File: src/rtl/pwm_quad_pkg.sv
`timescale 1ns/1ps
package pwm_quad_pkg;
  localparam int PRE_W = 14;
  localparam int CNT_W = 16;

  // Settings handed from the register bank to one channel datapath
  typedef struct packed {
    logic             run;
    logic [PRE_W-1:0] pre;
    logic [CNT_W-1:0] duty;
    logic [CNT_W-1:0] period;
  } chanCfg_t;
endpackage

File: src/rtl/pwm_quad_regs.sv
`timescale 1ns/1ps
module pwm_quad_regs
  import pwm_quad_pkg::*;
#(
  parameter int NUM_CH = 4,
  parameter int ADDR_W = 8,
  parameter int DATA_W = 32
) (
  input  logic                   clk,
  input  logic                   rstN,
  input  logic                   wrEn,
  input  logic                   rdEn,
  input  logic [ADDR_W-1:0]      addr,
  input  logic [DATA_W-1:0]      wrData,
  output logic [DATA_W-1:0]      rdData,
  output chanCfg_t [NUM_CH-1:0]  cfg,
  output logic                   masterOn,
  output logic [NUM_CH-1:0]      chanOn
);
  localparam int BANK_W = ADDR_W - 4;
  localparam logic [3:0] OFF_CTRL = 4'h0;
  localparam logic [3:0] OFF_DUTY = 4'h4;
  localparam logic [3:0] OFF_PER  = 4'h8;
  localparam logic [ADDR_W-1:0] MASTER_ADDR = ADDR_W'(8'h3C);

  logic [DATA_W-1:0] ctrlReg [NUM_CH];
  logic [CNT_W-1:0]  dutyReg [NUM_CH];
  logic [CNT_W-1:0]  perReg  [NUM_CH];
  logic              masterReg;

  logic [BANK_W-1:0] bankSel;
  logic [3:0]        regOff;
  assign bankSel = addr[ADDR_W-1:4];
  assign regOff  = addr[3:0];

  always_ff @(posedge clk or negedge rstN) begin
    if (!rstN) begin
      masterReg <= 1'b0;
      for (int i = 0; i < NUM_CH; i++) begin
        ctrlReg[i] <= '0;
        dutyReg[i] <= '0;
        perReg[i]  <= '0;
      end
    end else if (wrEn) begin
      if (addr == MASTER_ADDR) masterReg <= wrData[0];
      for (int i = 0; i < NUM_CH; i++) begin
        if (bankSel == BANK_W'(i)) begin
          case (regOff)
            OFF_CTRL: ctrlReg[i] <= wrData;
            OFF_DUTY: dutyReg[i] <= wrData[CNT_W-1:0];
            OFF_PER:  perReg[i]  <= wrData[CNT_W-1:0];
            default: ;
          endcase
        end
      end
    end
  end

  always_comb begin
    rdData = '0;
    if (rdEn) begin
      if (addr == MASTER_ADDR) rdData = DATA_W'(masterReg);
      for (int i = 0; i < NUM_CH; i++) begin
        if (bankSel == BANK_W'(i)) begin
          case (regOff)
            OFF_CTRL: rdData = ctrlReg[i];
            OFF_DUTY: rdData = DATA_W'(dutyReg[i]);
            OFF_PER:  rdData = DATA_W'(perReg[i]);
            default: ;
          endcase
        end
      end
    end
  end

  assign masterOn = masterReg;

  always_comb begin
    for (int i = 0; i < NUM_CH; i++) begin
      chanOn[i]     = ctrlReg[i][0];
      cfg[i].run    = masterReg & ctrlReg[i][0];
      cfg[i].pre    = ctrlReg[i][2 +: PRE_W];
      cfg[i].duty   = dutyReg[i];
      cfg[i].period = perReg[i];
    end
  end
endmodule

File: src/rtl/pwm_quad_chan.sv
`timescale 1ns/1ps
module pwm_quad_chan
  import pwm_quad_pkg::*;
(
  input  logic     clk,
  input  logic     rstN,
  input  chanCfg_t cfg,
  output logic     pwmOut
);
  localparam logic [CNT_W-1:0] ONE = CNT_W'(1);

  logic             active;
  logic [PRE_W-1:0] preCnt, actPre;
  logic [CNT_W-1:0] perCnt, actDuty, actPer;
  logic             tickEnd, perEnd;

  assign tickEnd = (preCnt == actPre);
  assign perEnd  = (perCnt == actPer - ONE);

  always_ff @(posedge clk or negedge rstN) begin
    if (!rstN) begin
      active  <= 1'b0;
      preCnt  <= '0;
      perCnt  <= '0;
      actPre  <= '0;
      actDuty <= '0;
      actPer  <= '0;
    end else if (!cfg.run) begin
      active <= 1'b0;
      preCnt <= '0;
      perCnt <= '0;
    end else if (!active) begin
      active  <= 1'b1;
      preCnt  <= '0;
      perCnt  <= '0;
      actPre  <= cfg.pre;
      actDuty <= cfg.duty;
      actPer  <= cfg.period;
    end else if (tickEnd) begin
      preCnt <= '0;
      if (perEnd) begin
        perCnt  <= '0;
        actPre  <= cfg.pre;
        actDuty <= cfg.duty;
        actPer  <= cfg.period;
      end else begin
        perCnt <= perCnt + ONE;
      end
    end else begin
      preCnt <= preCnt + PRE_W'(1);
    end
  end

  assign pwmOut = cfg.run & active & (perCnt < actDuty);
endmodule

File: src/rtl/pwm_quad.sv
`timescale 1ns/1ps
module pwm_quad
  import pwm_quad_pkg::*;
#(
  parameter int NUM_CH = 4,
  parameter int ADDR_W = 8,
  parameter int DATA_W = 32
) (
  input  logic              clk,
  input  logic              rstN,
  input  logic              wrEn,
  input  logic              rdEn,
  input  logic [ADDR_W-1:0] addr,
  input  logic [DATA_W-1:0] wrData,
  output logic [DATA_W-1:0] rdData,
  output logic [NUM_CH-1:0] pwmOut
);
  chanCfg_t [NUM_CH-1:0] cfg;
  logic                  masterOn;
  logic [NUM_CH-1:0]     chanOn;

  pwm_quad_regs #(.NUM_CH(NUM_CH), .ADDR_W(ADDR_W), .DATA_W(DATA_W)) uRegs (
    .clk(clk), .rstN(rstN), .wrEn(wrEn), .rdEn(rdEn), .addr(addr),
    .wrData(wrData), .rdData(rdData), .cfg(cfg),
    .masterOn(masterOn), .chanOn(chanOn)
  );

  for (genvar i = 0; i < NUM_CH; i++) begin : gChan
    pwm_quad_chan uChan (
      .clk(clk), .rstN(rstN), .cfg(cfg[i]), .pwmOut(pwmOut[i])
    );
  end
endmodule

File: config.mk
export PLATFORM = sky130hd
export DESIGN_NAME = pwm_quad
export DESIGN_NICKNAME = d
export VERILOG_FILES = /design/src/rtl/pwm_quad_pkg.sv /design/src/rtl/pwm_quad_regs.sv /design/src/rtl/pwm_quad_chan.sv /design/src/rtl/pwm_quad.sv
export SDC_FILE = /design/constraint.sdc
export NUM_CORES = 1
export LEC_CHECK = 0
export BUFFER_PORTS_ARGS = -buffer_cell sky130_fd_sc_hd__buf_2
export CORE_MARGIN = 1
export CORE_UTILIZATION = 30
export DETAILED_ROUTE_END_ITERATION = 10
export GPL_TIMING_DRIVEN = 0
export HOLD_SLACK_MARGIN = 0.03
export PLACE_DENSITY = 0.49
export SETUP_SLACK_MARGIN = 0.1
export SYNTH_ARGS = -nofsm -noshare
export SYNTH_HDL_FRONTEND = slang
export SYNTH_SLANG_ARGS = --single-unit
File: constraint.sdc
create_clock -name clk -period 3.9 [get_ports clk]
set_input_delay 0.78 -clock clk [delete_from_list [all_inputs] [get_ports clk]]
set_output_delay 0.78 -clock clk [all_outputs]
set_load 0.02 [all_outputs]
# After elaboration in Yosys (flattened, before gate mapping)
# Index checks and enable logic that the tools add are counted.
[totals]
ff_bits = 565
inputBits = 44
out_inout_bits = 36
[classes]
n_reduce_logical = 19
n_addsub = 12
n_eq_ne = 26
mux = 79
n_bitwise = 12
order_cmp = 4
[op_table]
columns = ["op", "n"]
rows = [
  ["two-way mux 16 bit", 40],
  ["one-hot mux 32 bit (3 select lines)", 4],
  ["two-way mux 14 bit", 24],
  ["two-way mux 32 bit", 6],
  ["adder 16 x 1 -> 16 bit (second input constant)", 4],
  ["equality test 16 bit", 4],
  ["< comparator 16 bit", 4],
  ["subtractor 16 x 1 -> 16 bit (second input constant)", 4],
  ["adder 14 x 1 -> 14 bit (second input constant)", 4],
  ["equality test 14 bit", 4],
  ["AND reduction 3 bit", 16],
  ["inequality test 2 bit (second input constant)", 8],
  ["AND 1 bit", 12],
  ["inequality test 3 bit (second input constant)", 4],
  ["equality test 4 x 2 -> 1 bit (second input constant)", 2],
  ["equality test 8 x 6 -> 1 bit (second input constant)", 1],
  ["logical NOT 4 bit", 2],
  ["two-way mux 1 bit", 5],
  ["equality test 4 x 1 -> 1 bit (second input constant)", 1],
  ["equality test 4 x 3 -> 1 bit (second input constant)", 1],
  ["equality test 4 bit (second input constant)", 1],
  ["AND reduction 2 bit", 1],
]

# Logic depth before layout (Yosys ltp)
[depth]
ltp_word = 12
ltp_mapped = 14

# Modules after synthesis
# A second synthesis with hierarchy kept.
[unflattened]
hier_cells = 2759
area_unflattened_um2 = 31049.8
[by_module_without_submodules]
columns = ["mod", "area_each_um2", "n_inst", "cells_per_inst", "seq_area_each_um2"]
rows = [
  ["pwm_quad_chan", 4633.2, 4, 437, 1926.8],
  ["pwm_quad_regs", 12517.0, 1, 1011, 6431.2],
]

# Least setup slack after synthesis
# OpenSTA, ideal clock, no wires.
[synth_path]
path_kind = "input -> output"
from = "input addr[1]"
to = "output rdData[21]"
stages = 8
n_path_buf = 4
required_time_ns = 3.120
slack_ns = 0.061
t_arrival_ns = 3.059
cell_sequence = "or2_2 -> clkbuf_1 -> nor3_1 -> clkbuf_1 -> buf_1 -> nand2_1 -> clkbuf_1 -> nor2_1"
[synth_between]
elab_chain_cells = 10
elab_cells_between_ends = 12
classes_between = "eq/ne: 2; mux: 9; reduce/logical: 1"
[synth_rtl]
columns = ["item", "line_no", "source"]
rows = [
  ["start: declaration", "pwm_quad.sv:13", "input logic [ADDR_W-1:0] addr,"],
  ["equality test 4 bit, or another cell as far along", "pwm_quad_regs.sv:65", "case (regOff)"],
  ["one-hot mux 32 bit (3 select lines)", "pwm_quad_regs.sv:65", ""],
  ["two-way mux 32 bit", "pwm_quad_regs.sv:64", "if (bankSel == BANK_W'(i)) begin"],
  ["one-hot mux 32 bit (3 select lines)", "pwm_quad_regs.sv:65", ""],
  ["two-way mux 32 bit", "pwm_quad_regs.sv:64", ""],
  ["one-hot mux 32 bit (3 select lines)", "pwm_quad_regs.sv:65", ""],
  ["two-way mux 32 bit", "pwm_quad_regs.sv:64", ""],
  ["one-hot mux 32 bit (3 select lines)", "pwm_quad_regs.sv:65", ""],
  ["two-way mux 32 bit (*)", "pwm_quad_regs.sv:64", ""],
  ["two-way mux 32 bit (*)", "pwm_quad_regs.sv:61", "if (rdEn) begin"],
  ["end: declaration", "pwm_quad.sv:15", "output logic [DATA_W-1:0] rdData,"],
]
# Mark *: on every way between the ends. The rest lies on a longest branch, timed or not.

# Worst setup path after layout
[layout_path]
from = "input addr[5]"
to = "output rdData[11]"
[layout_between]
elab_chain_cells = 9
elab_cells_between_ends = 12
classes_between = "eq/ne: 3; mux: 8; reduce/logical: 1"
[layout_rtl]
columns = ["item", "line_no"]
rows = [
  ["logical NOT 4 bit", "pwm_quad_regs.sv:64"],
  ["two-way mux 32 bit", "pwm_quad_regs.sv:64"],
  ["one-hot mux 32 bit (3 select lines)", "pwm_quad_regs.sv:65"],
  ["two-way mux 32 bit", "pwm_quad_regs.sv:64"],
  ["one-hot mux 32 bit (3 select lines)", "pwm_quad_regs.sv:65"],
  ["two-way mux 32 bit", "pwm_quad_regs.sv:64"],
  ["one-hot mux 32 bit (3 select lines)", "pwm_quad_regs.sv:65"],
  ["two-way mux 32 bit (*)", "pwm_quad_regs.sv:64"],
  ["two-way mux 32 bit (*)", "pwm_quad_regs.sv:61"],
]
# Marked as above.

==> impl_metrics.json <==
{
  "status": "complete, no violations",
  "portBuffers": 76,
  "utilization_pct": 35.5,
  "dp_slack_ns": -1.59,
  "track_usage_pct": 17.4,
  "whs_ns": 0.110,
  "cap_violations": 0,
  "avgSynthCellArea_um2": 11.4,
  "root_buffer": "clkbuf_16",
  "cts_max_path_buffers": 3,
  "synth-edff-count": 0,
  "cp_max_fo": 10,
  "p_per_area_mw_per_mm2": 392,
  "drt_wl_total_um": 85300,
  "core_area_mm2": 0.0956,
  "crit_type": "primary input to output port",
  "fin_skew_ns": 0.0243,
  "regArea_mm2": 0.0141,
  "grt_overflow_total": 0,
  "post-route-min-period_ns": 3.83,
  "dieArea_mm2": 0.0985,
  "yosys_warnings": 0,
  "rsz0062_at_grt": "true",
  "grt_pass1_wl_um": 132000,
  "hold_class": "primary input to asynchronous set/reset pin",
  "synth_compound_area_share_pct": 8.71,
  "setup_tns_ns": 0,
  "drive_above_1_share_pct": 25.0,
  "combPwrFrac_pct": 4.3,
  "ir_worst_vdd_uv": 271,
  "synth_cells": 2567,
  "power_leakage_uw": 0.0159,
  "p_total_uw": 13300,
  "postRouteAntennaNets": 0,
  "multi_input_area_mm2": 0.0142,
  "slew_viol_final": 0,
  "vias": 20800,
  "fin_crit_sh_pct": 98.2,
  "fillCellCount": 9475,
  "rows": 113,
  "antenna_found_initial": 19,
  "fin_ws_ns": 0.0709,
  "synthMuxAreaShare_pct": 18.6,
  "grt_pass1_vias": 21200,
  "syn_area_mm2": 0.0292,
  "tightest_slew_ns": 0.995,
  "syn2layout_area_growth_pct": 16.5,
  "slew_headroom_pct": 33.6,
  "final_nets": 2840,
  "synthAdderAreaFrac_pct": 3.09,
  "critPathRequiredTime_ns": 3.12,
  "hold_viol_final": 0,
  "p_sw_uw": 3020,
  "power_frac_clock_pct": 49.6,
  "final_common_cell": "dfrtp_1",
  "synth_top_family_by_area": "multiplexers",
  "p_int_uw": 10300,
  "clk_latency_ns": 0.61,
  "die_h_um": 314,
  "htree_num_levels": 3,
  "synth-simple-area-share_pct": 11.8,
  "cts_hold_buf": 0,
  "clk_pin_slew_ns": 0.06,
  "arrival_ns": 3.05,
  "synth-async-reset-ratio_pct": 100,
  "dr.pass1.iters": 6,
  "cts_tree": "yes",
  "drtIter0Drc": 1349,
  "ys_seq_area_share_pct": 48.5,
  "synthFlopType": "dfrtp_1",
  "setup.worst_path.start": "addr[5]",
  "via_per_inst": 5.15,
  "final_cell_mix": "dfrtp_1, mux2_2, nor2_1",
  "cp-start-kind": "primary input",
  "sw_frac_of_total_pct": 22.7,
  "ys_ff_latch": 565,
  "hpwl_um": 63800,
  "initial_utilization_pct": 30.5,
  "r2r_start": "gChan[2].uChan.actPer[0]",
  "cp-end-kind": "output port",
  "share_seq_of_total_power_pct": 46.2,
  "setup_viol": 0,
  "numCtsBuffers": 67,
  "die_x_um": 314,
  "drcViolationCount": 0,
  "synth_cell_type_count": 82,
  "synth.net_count": 2683,
  "gp_congestion": 0.872,
  "cts_sinks": 565,
  "grt_max_degree": 118,
  "synthXorXnorAreaFrac_pct": 5.80,
  "pin_count": 80,
  "wl_per_cell_um": 21.1,
  "clock.fmax_ghz": 0.261
}
[critical path, cell delays in order]
cell,delay [ns]
buf_2,0.13
or3_1,0.45
clkbuf_1,0.40
a211o_1,0.48
a221oi_2,0.39
o21a_1,0.27
buf_6,0.14
[cells in the mapped netlist (15+ instances only)]
library cell | n | area share (%)
xor2_1 | 89 | 2.7
mux2_2 | 344 | 13
nand4_1 | 43 | 0.92
nor3_1 | 44 | 0.76
nor4_1 | 21 | 0.45
a21oi_1 | 74 | 1.3
nand3_1 | 78 | 1.3
a221oi_1 | 26 | 0.78
dfrtp_1 | 565 | 48
xnor2_1 | 104 | 3.1
mux2_1 | 61 | 2.4
inv_1 | 87 | 1.1
nor2_1 | 169 | 2.2
nor2b_1 | 18 | 0.39
o21ai_0 | 54 | 0.93
and3_1 | 44 | 0.94
or3_1 | 16 | 0.34
ha_1 | 72 | 3.1
o211ai_1 | 15 | 0.39
clkbuf_1 | 91 | 1.2
nand2b_1 | 18 | 0.39
mux2i_1 | 25 | 0.86
a221o_1 | 15 | 0.51
mux2_4 | 40 | 2.1
a22oi_1 | 35 | 0.90
a211oi_1 | 17 | 0.44
nand2_1 | 154 | 2.0
[logic make-up (layout without fill, tap and decap cells)]
family,Yosys count,in the layout
AND/OR/NAND/NOR,681,681
flip-flops,565,565
multiplexers,470,470
AO/OA/AOI/OAI,362,362
buffers and inverters,224,425
XOR/XNOR,193,193
adder cells (fa/ha/maj),72,72
other,0,1
[flip-flops by register name (all words and copies together) (netlist names)]
register	count
gChan.uChan.actDuty	64
gChan.uChan.actPer	64
gChan.uChan.actPre	56
gChan.uChan.active	4
gChan.uChan.perCnt	64
gChan.uChan.preCnt	56
uRegs.cfg	184
uRegs.chanOn	4
uRegs.ctrlReg	68
uRegs.masterOn	1
[cell type report]
type,instances,share of cell area (%)
Clock inverter,13,0.737
Timing Repair Buffer,89,1.88
Antenna cell,1,0.00737
Buffer,136,2.43
Clock buffer,100,6.02
Sequential cell,565,41.6
Inverter,87,0.961
Tap cell,1265,4.66
Multi-Input combinational cell,1778,41.7
[power groups by stage]
stage	sequential (uW)	combinational [uW]	clock (uW)
2_1_floorplan	6170	275	0
3_3_place_gp	6250	514	0
3_5_place_dp	6250	550	0
4_1_cts	6140	569	6770
5_1_grt	6150	621	7000
6_report	6140	566	6600
[stage by stage]
stage	cells	instance area, um^2
6_report	4034	34000
5_1_grt	4033	34000
4_1_cts	4031	33800
3_5_place_dp	3913	31300
3_3_place_gp	3908	31100
2_1_floorplan	2567	29200
[repair_timing]
item / CTS / global route
buffers inserted: 6 / 2
gates resized for setup: 80 / 36
setup endpoints to repair: 42 / 98
gates cloned: 0 / 0
pin swaps: 28 / 25
[per-layer routing]
| metal | global-route usage, % | routed length (um) |
|---|---|---|
| met4 | 5.63 | 2470 |
| met2 | 27.2 | 38500 |
| met1 | 23.8 | 39100 |
| met5 | 0 | 201 |
| met3 | 3.68 | 4950 |
[path summary, 6_finish.rpt]
check                      slack [ns]                         end  depth (start not counted)
max in group asynchronous        2.22               uRegs.cfg[74]                          3
min                              0.11    gChan[2].uChan.perCnt[5]                          1
min in group clk                 0.45               uRegs.cfg[31]                          2
min reg2reg                      0.48  gChan[3].uChan.actDuty[13]                          1
max reg2reg                      0.38    gChan[2].uChan.actPre[6]                         12
max                              0.07                  rdData[11]                          7
Power figures use the tool's default switching activity.
